[config.mk]
export PLATFORM = sky130hd
export DESIGN_NAME = burst_line_fill
export DESIGN_NICKNAME = d
export VERILOG_FILES = /design/src/rtl/bfl_pkg.sv /design/src/rtl/bfl_sequencer.sv /design/src/rtl/bfl_addr_gen.sv /design/src/rtl/bfl_line_store.sv /design/src/rtl/burst_line_fill.sv
export SDC_FILE = /design/constraint.sdc
export NUM_CORES = 1
export LEC_CHECK = 0
export ABC_CLOCK_PERIOD_IN_PS = 7900
export BUFFER_PORTS_ARGS = -buffer_cell sky130_fd_sc_hd__buf_4
export CAP_MARGIN = 10
export CORE_ASPECT_RATIO = 1.25
export CORE_MARGIN = 2
export CORE_UTILIZATION = 37
export DETAILED_ROUTE_END_ITERATION = 12
export GPL_TIMING_DRIVEN = 0
export RECOVER_POWER = 50
export SETUP_SLACK_MARGIN = 0.4
export SYNTH_ARGS = -nofsm -noshare
export SYNTH_HDL_FRONTEND = slang
export SYNTH_SLANG_ARGS = --single-unit
[constraint.sdc]
create_clock -name clk -period 7.9 [get_ports clk]
set_input_delay 0.79 -clock clk [delete_from_list [all_inputs] [get_ports clk]]
set_output_delay 0.79 -clock clk [all_outputs]
set_load 0.01 [all_outputs]
[src/rtl/bfl_pkg.sv]
package bfl_pkg;

  // Address of a word k beats into a burst, wrapping inside a 2**ow word block.
  function automatic logic [31:0] wrap_word(input logic [31:0] base,
                                            input logic [31:0] k,
                                            input int unsigned ow);
    logic [31:0] m;
    m = (32'd1 << ow) - 32'd1;
    return (base & ~m) | ((base + k) & m);
  endfunction

  // Beat number carried by busy-cycle count c: cycle 0 and 1 both serve beat 0.
  function automatic logic [31:0] beat_of(input logic [31:0] c);
    return (c == 32'd0) ? 32'd0 : c - 32'd1;
  endfunction

endpackage

[src/rtl/bfl_sequencer.sv]
module bfl_sequencer #(
  parameter int LW = 4,
  localparam int CW = $clog2(LW + 1)
) (
  input  logic          clk,
  input  logic          rst_n,
  input  logic          accept,
  output logic          busy,
  output logic [CW-1:0] cnt,
  output logic          first_cyc,
  output logic          xfer,
  output logic          last_xfer,
  output logic          done
);

  assign first_cyc = busy && (cnt == '0);
  assign xfer      = busy && (cnt != '0);
  assign last_xfer = busy && (cnt == CW'(LW));

  always_ff @(posedge clk) begin
    if (!rst_n) begin
      busy <= 1'b0;
      cnt  <= '0;
      done <= 1'b0;
    end else begin
      done <= last_xfer;
      if (accept) begin
        busy <= 1'b1;
        cnt  <= '0;
      end else if (busy) begin
        if (last_xfer) begin
          busy <= 1'b0;
          cnt  <= '0;
        end else begin
          cnt <= cnt + 1'b1;
        end
      end
    end
  end

endmodule

[src/rtl/bfl_addr_gen.sv]
module bfl_addr_gen #(
  parameter int AW = 16,
  parameter int LW = 4,
  localparam int OW = $clog2(LW),
  localparam int CW = $clog2(LW + 1)
) (
  input  logic          clk,
  input  logic          rst_n,
  input  logic          accept,
  input  logic [AW-1:0] req_addr,
  input  logic          busy,
  input  logic [CW-1:0] cnt,
  output logic [AW-1:0] mem_addr,
  output logic [OW-1:0] off
);

  logic [AW-1:0] base_q;
  logic [31:0]   full;

  always_ff @(posedge clk) begin
    if (!rst_n)      base_q <= '0;
    else if (accept) base_q <= req_addr;
  end

  always_comb begin
    full     = bfl_pkg::wrap_word(32'(base_q), bfl_pkg::beat_of(32'(cnt)), OW);
    off      = OW'(full);
    mem_addr = busy ? AW'(full) : '0;
  end

endmodule

[src/rtl/bfl_line_store.sv]
module bfl_line_store #(
  parameter int DW = 32,
  parameter int LW = 4,
  localparam int OW = $clog2(LW)
) (
  input  logic           clk,
  input  logic           rst_n,
  input  logic           accept,
  input  logic           req_write,
  input  logic [LW*DW-1:0] req_wline,
  input  logic           busy,
  input  logic           xfer,
  input  logic [OW-1:0]  off,
  input  logic [DW-1:0]  mem_rdata,
  output logic           wr_q,
  output logic [LW*DW-1:0] line_out,
  output logic [DW-1:0]  wdata,
  output logic           beat_valid,
  output logic [DW-1:0]  beat_data,
  output logic [OW-1:0]  beat_off
);

  logic [DW-1:0] line_q  [LW];
  logic [DW-1:0] wline_q [LW];
  logic          fill_beat;

  assign fill_beat = xfer && !wr_q;
  assign wdata     = (busy && wr_q && xfer) ? wline_q[off] : '0;

  always_ff @(posedge clk) begin
    if (!rst_n) begin
      wr_q       <= 1'b0;
      beat_valid <= 1'b0;
      beat_data  <= '0;
      beat_off   <= '0;
      for (int i = 0; i < LW; i++) begin
        line_q[i]  <= '0;
        wline_q[i] <= '0;
      end
    end else begin
      beat_valid <= fill_beat;
      if (fill_beat) begin
        line_q[off] <= mem_rdata;
        beat_data   <= mem_rdata;
        beat_off    <= off;
      end
      if (accept) begin
        wr_q <= req_write;
        if (req_write) begin
          for (int i = 0; i < LW; i++) wline_q[i] <= req_wline[i*DW +: DW];
        end
      end
    end
  end

  for (genvar g = 0; g < LW; g++) begin : g_flat
    assign line_out[g*DW +: DW] = line_q[g];
  end

endmodule

[src/rtl/burst_line_fill.sv]
module burst_line_fill #(
  parameter int AW = 16,
  parameter int DW = 32,
  parameter int LW = 4,
  localparam int OW = $clog2(LW),
  localparam int CW = $clog2(LW + 1)
) (
  input  logic             clk,
  input  logic             rst_n,
  input  logic             req_valid,
  input  logic             req_write,
  input  logic [AW-1:0]    req_addr,
  input  logic [LW*DW-1:0] req_wline,
  input  logic [DW-1:0]    mem_rdata,
  output logic             busy,
  output logic             done,
  output logic [LW*DW-1:0] line_out,
  output logic             beat_valid,
  output logic [DW-1:0]    beat_data,
  output logic [OW-1:0]    beat_off,
  output logic [AW-1:0]    mem_addr,
  output logic             mem_start,
  output logic             mem_beat,
  output logic             mem_we,
  output logic [DW-1:0]    mem_wdata
);

  logic          accept;
  logic [CW-1:0] cnt;
  logic          first_cyc;
  logic          xfer;
  logic          last_xfer;
  logic [OW-1:0] off;
  logic          wr_q;

  assign accept    = req_valid && !busy;
  assign mem_start = first_cyc;
  assign mem_beat  = xfer;
  assign mem_we    = busy && wr_q;

  bfl_sequencer #(.LW(LW)) u_seq (
    .clk(clk), .rst_n(rst_n), .accept(accept), .busy(busy), .cnt(cnt),
    .first_cyc(first_cyc), .xfer(xfer), .last_xfer(last_xfer), .done(done)
  );

  bfl_addr_gen #(.AW(AW), .LW(LW)) u_addr (
    .clk(clk), .rst_n(rst_n), .accept(accept), .req_addr(req_addr),
    .busy(busy), .cnt(cnt), .mem_addr(mem_addr), .off(off)
  );

  bfl_line_store #(.DW(DW), .LW(LW)) u_store (
    .clk(clk), .rst_n(rst_n), .accept(accept), .req_write(req_write),
    .req_wline(req_wline), .busy(busy), .xfer(xfer), .off(off),
    .mem_rdata(mem_rdata), .wr_q(wr_q), .line_out(line_out), .wdata(mem_wdata),
    .beat_valid(beat_valid), .beat_data(beat_data), .beat_off(beat_off)
  );

endmodule

==> results.tsv <==
metric	value	unit
status	complete, but fails checks	
violations	capacitance limit, slew limit	
die_h	216	um
dr.pass1.iters	5	
setup_viol	0	
gp_congestion	0.831	
synth_edf_count	256	
cts-buffers-inserted	34	
clk_path_buf_depth	3	
wl	41500	um
grt_pass1_vias	9608	
row_count	77	
p_per_area	220	mW/mm^2
fin_crit_sh	0.645	
cts.reportedPaths.clkPinSlew	0.06	ns
critPathArrivalTime	5.28	ns
final_util	0.493	
skew	0.0177	ns
synth_seq_area_share	0.665	
synthTopCellsByArea	edfxtp_1 (58%), dfxtp_1 (8.6%), and2_1 (8.4%)	
grt_max_degree	73	
setup_tns	0	ns
postCtsSetupBuffers	0	
yosys_warnings	0	
maxCapViolations	1	
crit_fanout	72	
vias_per_cell	4.89	
io_pins	396	
peakVddDrop	0.110	mV
setup_ws	2.80	ns
routed-via-count	9437	
wl_per_cell	21.5	um
p_leak	6.66	nW
port_buffers	395	
slew_viol_final	72	
dpl.hpwl	31500	um
rsz0062_at_grt	no	
cts_tree	built	
hold_viol	0	
yosys.area.top_type	edfxtp_1	
cts_hold_buffers	0	
netlist.area_leader.share	0.579	
diodes	0	
grt-busiest-layer	met2	
syn-num-nets	1178	
synth.most_common_cell	edfxtp_1	
fp.dieW	173	um
max_slew_margin	-1.60	
start_kind	flip-flop	
synthTopCellsByCount	edfxtp_1 (256), and2_1 (178), nor3_1 (77), nand4_1 (65), mux2_2 (64)	
htreeDepth	2	
clock.fmax	196	MHz
tightest_slew	3.90	ns
worstSkewPairLatency	0.52	ns
grt_pass1_wl	60200	um
synthArstFlopShare	0	
grt.met2_usage	0.396	
core	0.0354	sq mm
grt.total_usage	0.216	
critPathKind	flip-flop to flip-flop	
grt_overflow	0	
synth_seq_cells	313	
cts.repair.resized	0	
pre_cts_ws	3.36	ns
syn-instance-count	995	
clock-root-buffer	clkbuf_16	
synth-main-ff-cell	edfxtp_1	
antenna_left	0	
synth_cell_types	31	
cts.sinks	313	
die_area	0.0374	sq mm
synthToLayoutAreaGrowth	31.3	%
grt_use_met1	0.251	
crit_path_end_kind	flip-flop	
syn-cell-area	0.0133	sq mm
layout-drive-gt1-share	0.275	
postSynthAreaPerCell	13.4	sq um
grt_antenna_before_repair	0	
drc_errors	0	
drtIter0Drc	647	
met3_usage	0.0541	
total_power	3.85	mW
worstPathRequired	8.08	ns
whs	0.451	ns
finalNetCount	1615	
hold_class	flip-flop to flip-flop	
start_util	0.376	
finalCriticalPeriod	5.10	ns
[layer usage]
| layer | part of all wire | wire length, um |
|---|---|---|
| met5 | 0 | 0 |
| met3 | 0.085 | 3530 |
| met1 | 0.38 | 15900 |
| met2 | 0.51 | 21100 |
| met4 | 0.023 | 952 |
[cell usage in the layout (no fill, tap or decap), types with 2 or more instances in the layout]
cell type and count:
a21oi_1 19, a22o_1 34, a31oi_1 2, and2_0 104, and2_1 74, and3_1 2
buf_12 2, buf_16 3, buf_2 19, buf_4 232, buf_6 2, bufinv_16 2
clkbuf_1 238, clkbuf_16 35, clkinv_1 5, clkinv_2 6, clkinvlp_4 4, dfxtp_1 57
edfxtp_1 256, ha_1 3, inv_1 37, mux2_2 64, mux2i_1 32, nand2_1 35
nand2b_1 2, nand3_1 4, nand4_1 65, nor2_1 3, nor2b_1 3, nor3_1 77
nor3_2 20, nor3b_1 2, o21ai_0 2, o21ai_4 4, xnor2_2 2
[per-stage QoR]
stage | std cells | cell area, sq um
CTS | 1931 | 18100
floorplan | 995 | 13300
detailed placement | 1870 | 17000
global placement | 1864 | 16800
finish | 1931 | 17400
global route | 1931 | 17400
[final cells by class]
class	instances	area, sq um
tap	474	593
inverter	37	139
sequential	313	8830
buffer	88	380
fill	3347	17900
multi-input combinational	557	3970
clock inverter	18	148
clock buffer	43	916
timing repair buffer	401	2470
[worst max-delay path: stages, from the launching register on]
cell and delay (ns):
dfxtp_1 0.31, clkbuf_1 0.25, nor2b_1 0.18, clkbuf_1 0.32, clkbuf_1 0.39, nand2_1 0.10
nand2_1 0.11, clkbuf_1 2.75, buf_16 0.27
[flip-flops by register name (all words and copies together) (netlist names)]
signal / cells
u_store.beat_data: 32
u_seq.busy: 1
u_store.wr_q: 1
u_store.wline_q: 128
u_store.beat_off: 2
u_seq.done: 1
u_addr.base_q: 16
u_seq.cnt: 3
u_store.beat_valid: 1
u_store.line_q: 128
[power by group]
part	switching, mW	leakage (nW)	total (mW)	internal (mW)
sequential	0.0246	3.14	1.89	1.87
combinational	0.250	3.02	0.419	0.169
clock	0.643	0.511	1.53	0.890
[worst paths after layout]
check	start	slack (ns)	cells after the start	end
setup / recovery	u_seq.busy	2.80	8	u_store.wline_q[1][23]
hold / removal	u_addr.base_q[12]	0.45	2	u_addr.base_q[12]
setup reg to reg	u_seq.busy	2.80	8	u_store.wline_q[1][23]
hold reg to reg	u_addr.base_q[12]	0.45	2	u_addr.base_q[12]
[kinds of logic (layout without fill, tap and decap cells)]
| group | count (synthesis) | after routing | share of synthesized area |
|---|---|---|---|
| buffers and inverters | 125 | 587 | 0.0402 |
| XOR/XNOR | 3 | 3 | 0.00367 |
| AND/OR/NAND/NOR | 392 | 392 | 0.176 |
| adder cells (fa/ha/maj) | 3 | 3 | 0.00283 |
| flip-flops | 313 | 313 | 0.665 |
| multiplexers | 97 | 97 | 0.0794 |
| AO/OA/AOI/OAI | 62 | 62 | 0.0334 |
(Power assumes the default switching activity.)
